**src/rtl/ivc_pkg.sv**
```systemverilog
package ivc_pkg;
  localparam int NumLines = 8;
  localparam int LineW    = $clog2(NumLines);
  localparam int VecW     = 8;
  localparam int BaseW    = VecW - LineW;
  localparam logic [LineW-1:0] SpurLine = LineW'(NumLines - 1);

  typedef struct packed {
    logic takeWinner;
    logic takeSpurious;
    logic driveVec;
    logic eoiSpecific;
    logic eoiNonSpecific;
    logic wrMask;
    logic wrCfg;
  } ctrlStrobes_t;

  // Returns {found, position} of the first set bit, scanning from line low+1 upward with wrap.
  function automatic logic [LineW:0] firstPos(input logic [NumLines-1:0] v,
                                             input logic [LineW-1:0] low);
    logic found;
    logic [LineW-1:0] pos;
    logic [LineW-1:0] idx;
    found = 1'b0;
    pos   = '0;
    for (int k = 0; k < NumLines; k++) begin
      idx = low + LineW'(1) + LineW'(k);
      if (v[idx] && !found) begin
        found = 1'b1;
        pos   = LineW'(k);
      end
    end
    return {found, pos};
  endfunction
endpackage

```
**src/rtl/ivc_ctrl.sv**
```systemverilog
module ivc_ctrl
  import ivc_pkg::*;
(
  input  logic         clk,
  input  logic         rstN,
  input  logic         ackIn,
  input  logic         winValid,
  input  logic         regWe,
  input  logic [1:0]   regAddr,
  input  logic [4:3]   cmdBits,
  output ctrlStrobes_t strb
);
  typedef enum logic {AckFirst, AckSecond} ackPhase_t;
  ackPhase_t phaseQ;

  always_ff @(posedge clk) begin
    if (!rstN) phaseQ <= AckFirst;
    else if (ackIn) phaseQ <= (phaseQ == AckFirst) ? AckSecond : AckFirst;
  end

  always_comb begin
    strb = '0;
    strb.takeWinner     = ackIn && (phaseQ == AckFirst) && winValid;
    strb.takeSpurious   = ackIn && (phaseQ == AckFirst) && !winValid;
    strb.driveVec       = ackIn && (phaseQ == AckSecond);
    strb.eoiSpecific    = regWe && (regAddr == 2'd1) && cmdBits[4] && cmdBits[3];
    strb.eoiNonSpecific = regWe && (regAddr == 2'd1) && cmdBits[4] && !cmdBits[3];
    strb.wrMask         = regWe && (regAddr == 2'd2);
    strb.wrCfg          = regWe && (regAddr == 2'd3);
  end
endmodule

```
**src/rtl/ivc_datapath.sv**
```systemverilog
module ivc_datapath
  import ivc_pkg::*;
(
  input  logic                clk,
  input  logic                rstN,
  input  logic [NumLines-1:0] irqIn,
  input  ctrlStrobes_t        strb,
  input  logic [1:0]          regAddr,
  input  logic [VecW-1:0]     regWdata,
  output logic [VecW-1:0]     regRdata,
  output logic                winValid,
  output logic [VecW-1:0]     vecOut,
  output logic                vecValid,
  output logic [NumLines-1:0] irrQ,
  output logic [NumLines-1:0] isrQ,
  output logic [NumLines-1:0] maskQ
);
  logic [NumLines-1:0] irqPrev;
  logic [BaseW-1:0]    baseQ;
  logic [LineW-1:0]    lowQ;
  logic [LineW-1:0]    lineQ;
  logic [LineW:0]      reqHit, isrHit;
  logic [LineW-1:0]    winLine, isrTop;
  logic [NumLines-1:0] irrNext, isrNext, edgeSeen;

  assign reqHit   = firstPos(irrQ & ~maskQ, lowQ);
  assign isrHit   = firstPos(isrQ, lowQ);
  assign winValid = reqHit[LineW] && (!isrHit[LineW] || (reqHit[LineW-1:0] < isrHit[LineW-1:0]));
  assign winLine  = lowQ + LineW'(1) + reqHit[LineW-1:0];
  assign isrTop   = lowQ + LineW'(1) + isrHit[LineW-1:0];

  genvar g;
  generate
    for (g = 0; g < NumLines; g++) begin : gEdge
      assign edgeSeen[g] = irqIn[g] && !irqPrev[g];
    end
  endgenerate

  always_comb begin
    irrNext = irrQ;
    if (strb.takeWinner) irrNext[winLine] = 1'b0;
    irrNext = irrNext | edgeSeen;
    isrNext = isrQ;
    if (strb.eoiSpecific) isrNext[regWdata[LineW-1:0]] = 1'b0;
    if (strb.eoiNonSpecific && isrHit[LineW]) isrNext[isrTop] = 1'b0;
    if (strb.takeWinner) isrNext[winLine] = 1'b1;
  end

  always_ff @(posedge clk) begin
    if (!rstN) begin
      irqPrev  <= '0;
      irrQ     <= '0;
      isrQ     <= '0;
      maskQ    <= '0;
      baseQ    <= '0;
      lowQ     <= SpurLine;
      lineQ    <= '0;
      vecOut   <= '0;
      vecValid <= 1'b0;
    end else begin
      irqPrev  <= irqIn;
      irrQ     <= irrNext;
      isrQ     <= isrNext;
      vecValid <= strb.driveVec;
      if (strb.wrMask) maskQ <= regWdata[NumLines-1:0];
      if (strb.wrCfg) begin
        baseQ <= regWdata[VecW-1:LineW];
        lowQ  <= regWdata[LineW-1:0];
      end
      if (strb.takeWinner) lineQ <= winLine;
      else if (strb.takeSpurious) lineQ <= SpurLine;
      if (strb.driveVec) vecOut <= {baseQ, lineQ};
    end
  end

  always_comb begin
    case (regAddr)
      2'd0:    regRdata = irrQ;
      2'd1:    regRdata = isrQ;
      2'd2:    regRdata = maskQ;
      default: regRdata = {baseQ, lowQ};
    endcase
  end
endmodule

```
**src/rtl/irq_vector_ctrl.sv**
```systemverilog
module irq_vector_ctrl
  import ivc_pkg::*;
(
  input  logic       clk,
  input  logic       rstN,
  input  logic [7:0] irqIn,
  input  logic       ackIn,
  output logic       intOut,
  output logic [7:0] vecOut,
  output logic       vecValid,
  input  logic       regWe,
  input  logic [1:0] regAddr,
  input  logic [7:0] regWdata,
  output logic [7:0] regRdata
);
  ctrlStrobes_t        strb;
  logic                winValid;
  logic [NumLines-1:0] irrQ, isrQ, maskQ;

  ivc_ctrl u_ctrl (
    .clk(clk), .rstN(rstN), .ackIn(ackIn), .winValid(winValid),
    .regWe(regWe), .regAddr(regAddr), .cmdBits(regWdata[4:3]), .strb(strb)
  );

  ivc_datapath u_dp (
    .clk(clk), .rstN(rstN), .irqIn(irqIn), .strb(strb), .regAddr(regAddr),
    .regWdata(regWdata), .regRdata(regRdata), .winValid(winValid),
    .vecOut(vecOut), .vecValid(vecValid), .irrQ(irrQ), .isrQ(isrQ), .maskQ(maskQ)
  );

  assign intOut = winValid;
endmodule

```
**config.mk**
```make
export PLATFORM = sky130hd
export DESIGN_NAME = irq_vector_ctrl
export DESIGN_NICKNAME = d
export VERILOG_FILES = /design/src/rtl/ivc_pkg.sv /design/src/rtl/ivc_ctrl.sv /design/src/rtl/ivc_datapath.sv /design/src/rtl/irq_vector_ctrl.sv
export SDC_FILE = /design/constraint.sdc
export NUM_CORES = 1
export LEC_CHECK = 0
export BUFFER_PORTS_ARGS = -buffer_cell sky130_fd_sc_hd__buf_4
export CORE_ASPECT_RATIO = 2
export CORE_UTILIZATION = 45
export DETAILED_ROUTE_END_ITERATION = 8
export SKIP_LAST_GASP = 1
export SYNTH_ARGS = -nofsm -noshare
export SYNTH_HDL_FRONTEND = slang
export SYNTH_SLANG_ARGS = --single-unit
```
**constraint.sdc**
```tcl
create_clock -name clk -period 13 [get_ports clk]
set_input_delay 2.6 -clock clk [delete_from_list [all_inputs] [get_ports clk]]
set_output_delay 2.6 -clock clk [all_outputs]
set_load 0.05 [all_outputs]
```
==> run summary, run 1 <==
Summed over all nets, the switching power comes to around 0.32 mW. Across every metal layer, demand over resource in global routing totals roughly 25%. The number of clock buffers added by TritonCTS is 5. The number of cell rows came out at 47. The flow ran to the end, and the final reports show no timing, DRC or antenna violations. Once placement finished, the instance area stood at 4160 um^2. The final-layout setup total negative slack is 0 ns. Between clock sinks in the finished design, the worst skew comes to around 0.004 ns. The share of async-settable or async-resettable flops after synthesis is 0%. The register share of total power came out at 29.0%. The number of gates resized after CTS is 0. The relative slew slack is a little under a quarter. In this run, synthesis produced a sequential element count of 53. The net count after synthesis is between 400 and 500.

Across all register-to-register paths, the minimum setup slack is 6.87 ns. Setup repair after global routing left no endpoint under its margin. During synthesis, Yosys emitted a total of 0 warnings. Among the stages of the critical path, the cell type that occurs most often is sky130_fd_sc_hd__ha_1. Measured in cells, the most critical reg-to-reg path has a length of 12. The number of global-route vias before repair came out at around 3200. STA puts the critical path data arrival time at 6.02 ns. The post-CTS clock slew at the launch and capture registers of the worst setup and hold paths is ~0.070 ns. The element type at the critical path start is a flop. The die is 133 um tall. Of the total power, the share spent switching nets is 44.6%. For this design the static power due to leakage is between 1.5 and 2 nW. After synthesis the cells add up to 3870 um^2. The launch point of the worst path is u_dp.lowQ[0]. In this design, the stage delay of the slowest critical-path cell is 1.10 ns. The library cell used most frequently in the layout, excluding fill and tap cells, is sky130_fd_sc_hd__dfxtp_1. The signal on the critical path passes through inv_2 > ha_1 > mux4_2 > or4_1 > o41a_2 > a21oi_4 > a21bo_4 > ha_1 > a21oi_1 > nor2b_1 > a221oi_2 > nor2_1 > buf_4. The share of total power dissipated in combinational logic is 53.0%. The library cell used as clock root buffer is sky130_fd_sc_hd__clkbuf_16. In this run the critical register-to-register path is launched from u_dp.lowQ[0]. The worst-case IR drop observed on VDD is 0.143 mV. The core box area came out at 8290 um^2. The initial antenna violation count came out at 0. The mean area per synthesized cell is roughly 9.6 um^2. The worst min-delay path category is flop to flop. STA classifies the critical path endpoint as an output port.

The remaining design rule violation count came out at 0. Global routing finished with a remaining overflow of 0. For the worst setup path, the data required time is 10.40 ns.

The worst hold path terminates at u_dp.vecOut[7]. The prevailing post-synth register cell is sky130_fd_sc_hd__dfxtp_1. The CTS tree is yes.

In the routed layout, each cell is associated on average with a via count of 6.18. The achievable frequency came out at 0.116 GHz. The distinct cell type count after synthesis came out at 64. The final hold slack is 0.465 ns. The level count of the clock H-tree is 2. The number of DRC violations after detailed-routing iteration 0 is 226. The period utilization is 66.3%.

The antenna violation net count after detailed routing is 0. The final standard cell area without fillers came out at 4300 um^2. The longest clock path from root to sink contains 2 buffers. The final worst-path setup slack came out at 4.38 ns. The initial utilization of the core area, before any placement, comes to between 40% and 50%. The endpoint identified for the worst register-to-register timing path is u_dp.isrQ[2]. The number of flops mapped to enable cells by yosys came out at 0. The pre-CTS setup slack came out at 4.71 ns. The post-layout net count is roughly 450. Counting every instance in the synthesized netlist gives 401. The wire length per cell came out at 20.3 um. The clock network burns 18.1% of the power. The insertion delay to the later sink of the worst-skew pair is 0.29 ns. The buffer and inverter count on the worst path came out at 2. The number of primary I/O pins came out at 40. The number of buffers inserted to repair setup after CTS came out at 0. At the end of routability-driven placement, the weighted congestion stood at about 0.93. The share of final-layout standard cells stronger than drive strength 1 is 20.8%. The actual slew at the worst max-slew pin came out at 1.14 ns. Counting the fill cells in the layout gives 787. The number of hold buffers added after CTS was 0. The total power of the final layout is 0.716 mW. For this design the ratio of total power to cell area is 167 nW/um^2. The global-route wire length before repair came out at 16400 um.

The final cell utilization of the core came out at 51.8%. The internal power summed over all cells is 0.397 mW. The final critical path time including I/O delays and setup came out at 8.62 ns.

The highest net fanout along the worst path is 28. The final count of hold timing violations is 0. The startpoint identified for the worst hold timing path is u_dp.vecOut[7]. Grouping stages by cell kind, the critical path spends the most delay in compound AO/OA/AOI/OAI gates.

The routed design has 10600 um of wire. The largest individual stage delay along the critical path comes from the cell sky130_fd_sc_hd__ha_1. The horizontal extent of the die is ~68 um. The pin count of the biggest net entering global routing is 57. The count of cells in the finished layout, fillers not included, comes to about 520. The number of slew-limit violations in the final report came out at 0.

The count of TritonRoute iterations in the first routing pass is 4. The worst hold path stage count is 2. The sequential element share of the synthesized area is 27.4%. The die covers 8990 um^2. The post-detailed-placement half-perimeter wirelength is 8210 um. The top cell types in the final layout, fill and taps aside, are sky130_fd_sc_hd__dfxtp_1, sky130_fd_sc_hd__nand2_1, sky130_fd_sc_hd__buf_4. The reported max-cap violation count is 0. The number of placed cells counting well taps is 515. The count of buffers added on input and output ports is 39. Setup violations remaining at the end of the flow were counted as 0. The number of clock sinks came out at 53.

The signed area change from the synthesized netlist to the final layout came out at 11.2%. The setup path with the least slack is of type flop to output port. The number of antenna diodes came out at 0. The total number of vias is 3225.
==> worst register-to-register path, cell delays in order, from the launching register on <==
cell and delay, ns:
sky130_fd_sc_hd__dfxtp_1 0.94, sky130_fd_sc_hd__inv_2 0.33, sky130_fd_sc_hd__ha_1 1.10, sky130_fd_sc_hd__mux4_1 0.70
sky130_fd_sc_hd__mux2i_1 0.31, sky130_fd_sc_hd__o2111ai_1 0.18, sky130_fd_sc_hd__a211oi_1 0.46, sky130_fd_sc_hd__inv_1 0.13
sky130_fd_sc_hd__fa_1 0.45, sky130_fd_sc_hd__xnor2_1 0.18, sky130_fd_sc_hd__xnor2_1 0.48, sky130_fd_sc_hd__nand2_1 0.25
sky130_fd_sc_hd__o41ai_1 0.48
==> sequential cells by signal, indices dropped and copies added (netlist names) <==
register and flops:
u_dp.isrQ 8, u_dp.baseQ 5, u_dp.vecOut 8, u_dp.irqPrev 8, u_dp.maskQ 8, u_dp.lineQ 3, u_dp.vecValid 1, u_ctrl.phaseQ 1
u_dp.lowQ 3, u_dp.irrQ 8
==> Yosys cell counts (all sizes together) (4+ instances only) <==
cell	count	area share, %
a21oi	17	2.8
buf	10	1.8
mux2	6	1.7
nand2b	14	2.3
o21ai	7	0.91
clkbuf	13	1.3
dfxtp	53	27
nor2	24	2.3
inv	9	0.87
mux4	28	17
nor3b	6	1.2
a221o	7	1.8
o31ai	4	0.78
o41ai	4	0.91
mux2i	18	4.7
nor2b	26	4.2
ha	6	1.9
xnor2	6	2.0
nor3	8	1.0
and2	7	1.1
a21boi	15	2.9
and3	4	0.65
nand2	47	4.6
nand3	13	1.7
nor4	6	0.97
==> power by group through the flow <==
stage / clock network, mW / registers, mW / logic [mW]
CTS: 0.133 / 0.207 / 0.379
finish: 0.129 / 0.207 / 0.379
global route: 0.138 / 0.210 / 0.407
floorplan: 0 / 0.197 / 0.300
detailed placement: 0 / 0.211 / 0.377
global placement: 0 / 0.211 / 0.371
==> cell type report <==
cell class | instances | area, um^2 | share of cell area [%]
Sequential cell | 53 | 1060 | 24.7
Multi-Input combinational cell | 316 | 2650 | 61.7
Clock inverter | 1 | 8.76 | 0.204
Tap cell | 98 | 123 | 2.85
Inverter | 9 | 33.8 | 0.786
Clock buffer | 6 | 129 | 3.00
Timing Repair Buffer | 39 | 293 | 6.81
==> kinds of logic (layout without fill, tap and decap cells) <==
group           Yosys count  in the layout  share of synthesized area (%)
compound gates           76             76                           15.5
xor+xnor                 10             10                           3.30
fa+ha+maj                 8              8                           2.98
buf+inv                  32             55                           3.98
flops                    53             53                           27.4
mux                      52             52                           23.2
simple gates            170            170                           23.6
==> how the worst max path moves through the flow <==
stage | slack, ns | cells past startpoint | endpoint
after global placement | 4.88 | 13 | intOut
after floorplan | 6.17 | 14 | intOut
after global routing | 4.02 | 13 | intOut
final | 4.38 | 13 | intOut
after detailed placement | 4.71 | 13 | intOut
after CTS | 4.39 | 13 | intOut
==> routing by layer <==
| metal | up-vias | global-route usage, % | share of wire (%) |
|---|---|---|---|
| li1 | 1548 | - | - |
| met1 | 1570 | 26.4 | 37 |
| met2 | 85 | 43.9 | 55 |
| met3 | 22 | 3.28 | 3.1 |
| met4 | 0 | 15.5 | 5.0 |
| met5 | - | 0 | 0 |
(Power assumes the default switching activity.)
==> run 2, diff against run 1 <==
--- a/config.mk
+++ b/config.mk
@@ -5,6 +5,7 @@
 export SDC_FILE = /design/constraint.sdc
 export NUM_CORES = 1
 export LEC_CHECK = 0
+export ABC_AREA = 1
 export BUFFER_PORTS_ARGS = -buffer_cell sky130_fd_sc_hd__buf_4
 export CORE_ASPECT_RATIO = 2
 export CORE_UTILIZATION = 45
==> constraint.sdc (replaced) <==
create_clock -name clk -period 8.4 [get_ports clk]
set_input_delay 1.68 -clock clk [delete_from_list [all_inputs] [get_ports clk]]
set_output_delay 1.68 -clock clk [all_outputs]
set_load 0.05 [all_outputs]
==> run 2 against run 1 <==
  * Final area shrank 5.2%
  * Non-clock buffer count unchanged
  * Register-to-register slack got worse by 4.0 ns
  * Critical path depth is 7 higher
  * Sequential power rose by 44%
  * Setup slack got worse by 2.7 ns
  * Via count up 21%
  * Wire length grew 11%
  * Hold slack gained 0.0035 ns
  * Total power is 33% higher
  * Global-route usage is 4.1 points higher
  * Synthesized area decreased by 6.7%
  * Critical endpoint unchanged
==> run summary, run 2 <==
The flow ran to the end, and the final reports show no timing, DRC or antenna violations. The number of DRC violations after detailed-routing iteration 0 came out at 257. The reg2reg setup slack came out at a little under 3 ns.

The number of synthesized register bits came out at 53. The number of gates resized after CTS came out at 0. The total setup violations reported at the end of the flow is 0. The number of clock sinks is 53. The synthesized design spends more area on one cell type than any other, namely sky130_fd_sc_hd__dfxtp_1. The pin count of the biggest net entering global routing came out at 40. The global-route congestion overflow total is 0.

The number of cell rows came out at 45. The achievable frequency came out at 0.149 GHz. Tracing the worst setup path back leads to its startpoint at u_dp.lowQ[0]. Clock latency on the worst-skew pair, taken at its later pin, is roughly 0.29 ns. Summed over all cells, the static leakage comes to 2.06 nW. The proportion of total power due to net switching is 45.2%.

The level count of the clock H-tree came out at 2. Among all cell types in the netlist, the one instantiated most often is sky130_fd_sc_hd__nand2_1. Prior to clock tree synthesis, the placed netlist has a worst setup slack of between 2 and 2.5 ns. Counting every net in the synthesized netlist gives 620. The number of buffers created by CTS is 5. The slowest stage of the critical path belongs to the cell sky130_fd_sc_hd__dfxtp_1. The number of antenna diodes came out at 0. In this run the most critical hold path is launched from u_dp.irqPrev[3].

The floorplan step defined a die boundary enclosing 8400 um^2. The number of flops mapped to enable cells by yosys came out at 0. The post-CTS clock slew at the launch and capture registers of the worst setup and hold paths is 0.07 ns. The library cell used most frequently in the layout, excluding fill and tap cells, is sky130_fd_sc_hd__nand2_1.

The first global-routing pass estimated between 15000 and 20000 um of wire. The final-layout setup total negative slack is 0 ns. The remaining design rule violation count came out at 0. The power density over the cells is 234 nW/um^2. The signed area change from the synthesized netlist to the final layout came out at 13.0%. The final cell utilization of the core came out at 53.2%.

The final layout contains between 600 and 700 nets. The final count of hold timing violations came out at 0. The most used cell along the critical path is sky130_fd_sc_hd__nand2_1. The startpoint identified for the worst register-to-register timing path is u_dp.lowQ[0].

The number of cells on the worst reg-to-reg path is 25. The post-detailed-placement half-perimeter wirelength came out at approximately 9500 um. The first detailed-routing pass took 5 iterations. The actual slew at the worst max-slew pin came out at 0.786 ns.

The number of primary I/O pins is 40. STA classifies the critical path startpoint as a flop. In this run the worst path has a maximum fanout of 27. STA classifies the critical path endpoint as an output port. The effective utilization at floorplan came out at 47.1%. The share of total power in the clock network is about a fifth. TritonCTS built the clock tree.

Sequential cells were found to cover 29.4% of the synthesized design area. The number of slew-limit violations in the final report was 0. The combinational group share of total power is 47.6%. The antenna violation net count after detailed routing came out at 0. Internal power comes to 0.522 mW. In the synthesized netlist the async set-or-reset flop fraction comes to 0%. The min-delay analysis places its worst path in the category flop to flop. With fillers left out, the area of the finished cells amounts to 4080 um^2.

The cts-stage hold buffer count came out at 0. Yosys mapped the design onto 38 distinct sky130hd cell types. The share of final-layout standard cells stronger than drive strength 1 is around 12%.

The cell area reported after detailed placement is 3930 um^2. The final worst-path setup slack came out at 1.70 ns. The reported max-cap violation count is 0.

Headroom to the max-slew limit came out at 47.5%. The number of buffers between clock root and the deepest sink is 2. The mean area per synthesized cell is 6.12 um^2. The final weighted congestion in routability-driven placement is 0.931.

For this design the total switching power over the nets is between 0.4 and 0.5 mW. The endpoint identified for the worst register-to-register timing path is u_dp.irrQ[7]. Among all flip-flop cells after synthesis, the most frequent one is sky130_fd_sc_hd__dfxtp_1.

The arrival time of the worst setup path is 5.02 ns. The register share of total power came out at 31.3%. The cell count after synthesis is 590. The library cells used most frequently in the layout, excluding fill and tap cells, are sky130_fd_sc_hd__nand2_1, sky130_fd_sc_hd__nand3_1, sky130_fd_sc_hd__inv_1. Sorting the synthesized cells by how often they occur yields sky130_fd_sc_hd__nand2_1, sky130_fd_sc_hd__nand3_1, sky130_fd_sc_hd__inv_1, sky130_fd_sc_hd__dfxtp_1, sky130_fd_sc_hd__a21oi_1. The total number of vias came out at ~3900. Traced cell by cell, the critical path runs through inv_2 > ha_1 > inv_1 > nand2_1 > nand2_2 > nand2_1 > nand2_1 > nand2_1 > nand2_1 > nor2_1 > nand2_1 > nor3_2 > o21ai_1 > nand2_2 > inv_1 > ha_1 > a21oi_1 > nand2_1 > a21boi_0 > buf_4. In this run the standard cell core region covers approximately 7700 um^2.

The maximum vdd ir drop is roughly 0.21 mV. The initial antenna violation count came out at 0. The worst hold path passes through 2 cells. Ranked by total cell area, the synthesized netlist is headed by sky130_fd_sc_hd__dfxtp_1, sky130_fd_sc_hd__nand2_1, sky130_fd_sc_hd__nand3_1. The cell area that synthesis handed to floorplanning was 3610 um^2. The count of buffers inserted at the top-level ports came out at 39. The chip height is between 100 and 150 um. Setup repair after global routing left no endpoint under its margin. The final critical path time including I/O delays and setup came out at roughly 6.7 ns. The data required time of the worst path came out at 6.72 ns. After layout, the worst path uses 79.8% of the clock period.

For this block, the routed nets add up to about 12000 um of wire. The number of buffers inserted to repair setup after CTS is 0. The number of global-route vias before repair came out at between 3000 and 4000. The end point of the worst hold path is u_dp.irrQ[3]. After detailed routing, the number of vias per cell comes to around 5.5. The maximum cell stage delay along the critical path came out at 0.83 ns. The tree is rooted in a sky130_fd_sc_hd__clkbuf_16. Yosys printed 0 warnings.

The aggregate global-route resource usage is 29.0%. The wire length per cell is 16.4 um. The horizontal extent of the die is 65.3 um. The worst setup path is of the flop to output port kind. For the final database, setup skew stands at 0.00476 ns. The share of synthesized area in the top cell type comes to 29.4%.
run 2: kinds of logic (layout without fill, tap and decap cells):
logic type	after synthesis	count (layout)	share of synthesized area (%)
simple gates	338	338	41.6
flops	53	53	29.4
xor+xnor	4	4	1.18
buf+inv	95	127	10.7
compound gates	92	92	13.9
fa+ha+maj	8	8	3.19
run 2: worst max-delay path by stage:
| stage | end | cells past startpoint |
|---|---|---|
| finish | intOut | 20 |
| global route | intOut | 20 |
| global placement | intOut | 20 |
| detailed placement | intOut | 20 |
| CTS | intOut | 20 |
| floorplan | intOut | 17 |
run 2: final cells by class:
cell class | count | area [um^2]
multi-input combinational | 442 | 2160
clock buffer | 6 | 129
clock inverter | 2 | 15.0
inverter | 80 | 300
tap | 94 | 118
timing repair buffer | 39 | 293
sequential | 53 | 1060
fill | 831 | 3580
run 2: critical path, delay by kind of cell, from the launching register on:
| kind | cells | cell delay (ns) |
|---|---|---|
| simple gates | 11 | 1.26 |
| compound gates | 3 | 0.45 |
| flops | 1 | 0.83 |
| fa+ha+maj | 2 | 1.10 |
| buf+inv | 4 | 1.07 |
run 2: power groups by stage:
stage	Sequential (mW)	Combinational, mW	Clock (mW)
6_report	0.298	0.453	0.201
5_1_grt	0.299	0.502	0.216
4_1_cts	0.297	0.451	0.207
3_5_place_dp	0.303	0.448	0
3_3_place_gp	0.302	0.443	0
2_1_floorplan	0.293	0.334	0
run 2: routing by layer:
| metal | track usage, % | part of all wire, % |
|---|---|---|
| met5 | 0 | 0 |
| met4 | 23.4 | 7.8 |
| met3 | 3.10 | 3.7 |
| met2 | 53.4 | 53 |
| met1 | 28.0 | 36 |
run 2: stage by stage:
stage / cells / hold slack [ns] / total power, mW
after floorplan: 590 / 0.440 / 0.627
after detailed placement: 708 / 0.465 / 0.751
after global routing: 716 / 0.499 / 1.02
final: 716 / 0.468 / 0.952
after global placement: 708 / 0.459 / 0.745
after CTS: 716 / 0.470 / 0.955
==> run 3, diff against run 2 <==
--- a/config.mk
+++ b/config.mk
@@ -5,11 +5,12 @@
 export SDC_FILE = /design/constraint.sdc
 export NUM_CORES = 1
 export LEC_CHECK = 0
-export ABC_AREA = 1
+export ABC_AREA = 0
 export BUFFER_PORTS_ARGS = -buffer_cell sky130_fd_sc_hd__buf_4
 export CORE_ASPECT_RATIO = 2
 export CORE_UTILIZATION = 45
 export DETAILED_ROUTE_END_ITERATION = 8
+export PLACE_DENSITY = 0.66
 export SKIP_LAST_GASP = 1
 export SYNTH_ARGS = -nofsm -noshare
 export SYNTH_HDL_FRONTEND = slang
==> constraint.sdc (replaced) <==
create_clock -name clk -period 5.9 [get_ports clk]
set_input_delay 1.18 -clock clk [delete_from_list [all_inputs] [get_ports clk]]
set_output_delay 1.18 -clock clk [all_outputs]
set_load 0.05 [all_outputs]
==> run 3 against run 2 <==
  * Sequential power rose by 55%
  * Final cell count fell by 26%
  * Die area rose by 7.0%
  * Critical path type unchanged
  * Critical endpoint unchanged
  * Highest routed layer unchanged
==> run summary, run 3 (synthesis gave the netlist of run 1 again) <==
The highest net fanout along the worst path is 11. At the pin with the least slew margin, the transition time is 1.14 ns. Counting stages on the worst path, the most repeated cell is sky130_fd_sc_hd__ha_1. In the layout the commonest cells are sky130_fd_sc_hd__dfxtp_1, sky130_fd_sc_hd__nand2_1, sky130_fd_sc_hd__buf_4.

The pin count of the biggest net entering global routing came out at 57. The total number of vias came out at 3307. The number of gates resized after CTS is 0. The run finished with clean final reports. The global-route wire length before repair is 17300 um. The reported max-cap violation count came out at 0.

The number of antenna diodes is 0. The final count of hold timing violations is 0. The path depth of the worst reg2reg path is 13. The tree is rooted in a sky130_fd_sc_hd__clkbuf_16. The chip height is 133 um. For the worst setup path, the data arrival time is 4.34 ns. The worst flop-to-flop path startpoint is u_dp.lowQ[0]. Based on the critical path, the design can be clocked at up to 0.181 GHz. Summed over all layers, the global routing overflow is 0. Dividing total power by cell area gives a power density of 371 nW/um^2. The insertion delay to the later sink of the worst-skew pair is 0.30 ns. The remaining design rule violation count is 0.

The count of TritonRoute iterations in the first routing pass is 4. The post-CTS clock slew at the launch and capture registers of the worst setup and hold paths came out at 0.07 ns. For hold timing, the worst endpoint is u_dp.vecOut[5]. The area taken by flip-flops and latches is around 1100 um^2. The design draws 1.61 mW. The worst hold path startpoint is u_dp.vecOut[5]. The number of clock sinks came out at 53. The aggregate global-route resource usage is 26.2%. Once detail routing completed, the nets flagged for antenna violations numbered 0. The number of global-route vias before repair is 3288. After routing the design area is about 4300 um^2. The number of slew-limit violations in the final report came out at 0. The element type at the critical path end is an output port.

The final setup skew is 0.00701 ns. In the final design database the tool counted 459 nets. The floorplan step defined a die boundary enclosing 8990 um^2. In this run, the number of DRC markers left after iteration 0 of detailed routing was 246. The final critical path time including I/O delays and setup is about 5.5 ns. In this run the core area contains 47 standard-cell rows. The relative slew slack is 24.1%.

The critical path goes through ha_1 > xor2_1 > mux4_2 > mux2_2 > a211oi_1 > ha_1 > a21oi_1 > nor2b_1 > a221oi_2 > nor2_1 > buf_4. After detailed placement, the total cell area comes to between 4000 and 5000 um^2. Compared with the post-synthesis result, the final layout area differs by 12.5%. The number of buffers inserted to repair setup after CTS came out at 0. The core region is 8290 um^2. The data required time of the worst path is between 4 and 5 ns.

The maximum vdd ir drop is 0.338 mV. After layout, the worst setup slack is about 0.38 ns. The sum of routed wire length over all layers is 10800 um. After detailed routing, the average wire length per cell comes to 20.5 um.

The effective utilization at floorplan came out at 46.6%. STA classifies the critical path startpoint as a flop. The setup path with the least slack is of type flop to output port.

The number of buffers created by CTS is 5. Setup violations remaining at the end of the flow were counted as 0. The slowest stage of the critical path is the sky130_fd_sc_hd__xor2_1 cell. In this run the tool buffered the top-level ports with 39 buffer cells.

In this run the count of I/O pins placed on the die edge is 40. The worst hold path stage count is 2. OpenSTA, run right after detailed placement, puts the worst setup slack at 0.712 ns. For this design the static power due to leakage is 1.74 nW. In this run the critical register-to-register path is captured at u_dp.isrQ[3]. The reg2reg setup slack came out at 0.84 ns. No sink is reached through more buffers than the 2 on the longest clock path. Setup repair after global routing left no endpoint under its margin. After routing, the total negative slack on setup checks comes to 0 ns.

The die is 67.5 um wide. Dividing the detail-routed via count by the number of cells gives approximately 6.3. Summing all multi-input logic gate instances after layout gives between 2000 and 3000 um^2. The share of final-layout standard cells stronger than drive strength 1 came out at 22.1%. The path class of the tightest hold or removal check is flop to flop. Leaving out fill and tap cells, the most frequent cell in the layout is sky130_fd_sc_hd__dfxtp_1.

The final weighted congestion in routability-driven placement is 0.964. In this design, the stage delay of the slowest critical-path cell is 0.91 ns. TritonCTS built the clock tree. The cts-stage hold buffer count is 0. The initial antenna violation count was 0. The post-detailed-placement half-perimeter wirelength came out at 8350 um.

The layout filler cell count came out at around 760. The period utilization is 93.6%. The H-tree was split into 2 levels.
-- run 3: cell count changes in the layout (fill, tap and decap cells not counted), sizes merged, moves of 18 or more --
cell   previous run  this run
a21oi            37        17
inv              80        10
mux2i             0        18
mux4              0        28
nand2           187        47
nand3            95        13
nor2b             0        26
o21ai            41         7
-- run 3: metrics by stage --
stage / util [%] / hold WS, ns / cells
after floorplan: - / 0.454 / 401
after global routing: 52.5 / 0.497 / 528
after detailed placement: 50.6 / 0.459 / 520
final: 52.5 / 0.464 / 528
after global placement: 50.6 / 0.456 / 520
after CTS: 52.5 / 0.468 / 528
-- run 3: critical path: cells and delay by family (launching register included) --
family                     cells  cell delay [ns]
buffers and inverters          1             0.21
DFF                            1             0.57
xor gates and xnor gates       1             0.91
AOI/OAI and AO/OA              3             0.77
adders and majority gates      2             0.61
and+or+nand+nor                2             0.24
muxes                          2             0.73
-- run 3: final cells by class --
cell class                      instances  share of cell area, %
Inverter                                9                  0.777
Tap cell                               98                   2.82
Clock buffer                            5                   2.88
Timing Repair Buffer                   44                   7.59
Multi-Input combinational cell        316                   61.0
Clock inverter                          3                  0.575
Sequential cell                        53                   24.4
-- run 3: worst max-delay path by stage --
stage,slack [ns],to,startpoint,cells past startpoint
after global routing,0.16,intOut,u_dp.lowQ[0],14
after global placement,0.80,intOut,u_dp.lowQ[0],11
after detailed placement,0.71,intOut,u_dp.lowQ[0],11
final,0.38,intOut,u_dp.lowQ[0],11
after CTS,0.37,intOut,u_dp.lowQ[0],11
after floorplan,0.49,intOut,u_dp.lowQ[0],14
-- run 3: routing by layer --
layer | up-vias | part of all wire (%) | GRT usage, % | routed length [um]
met5 | - | 0 | 0 | 0
met4 | 0 | 6.1 | 16.7 | 662
met3 | 38 | 3.5 | 3.71 | 382
met2 | 114 | 53 | 44.6 | 5780
met1 | 1598 | 37 | 28.8 | 3980
li1 | 1557 | - | - | -
-- run 3: where the power goes --
part,internal [mW],switching [mW]
Sequential,0.394,0.0666
Clock,0.160,0.141
Combinational,0.338,0.513
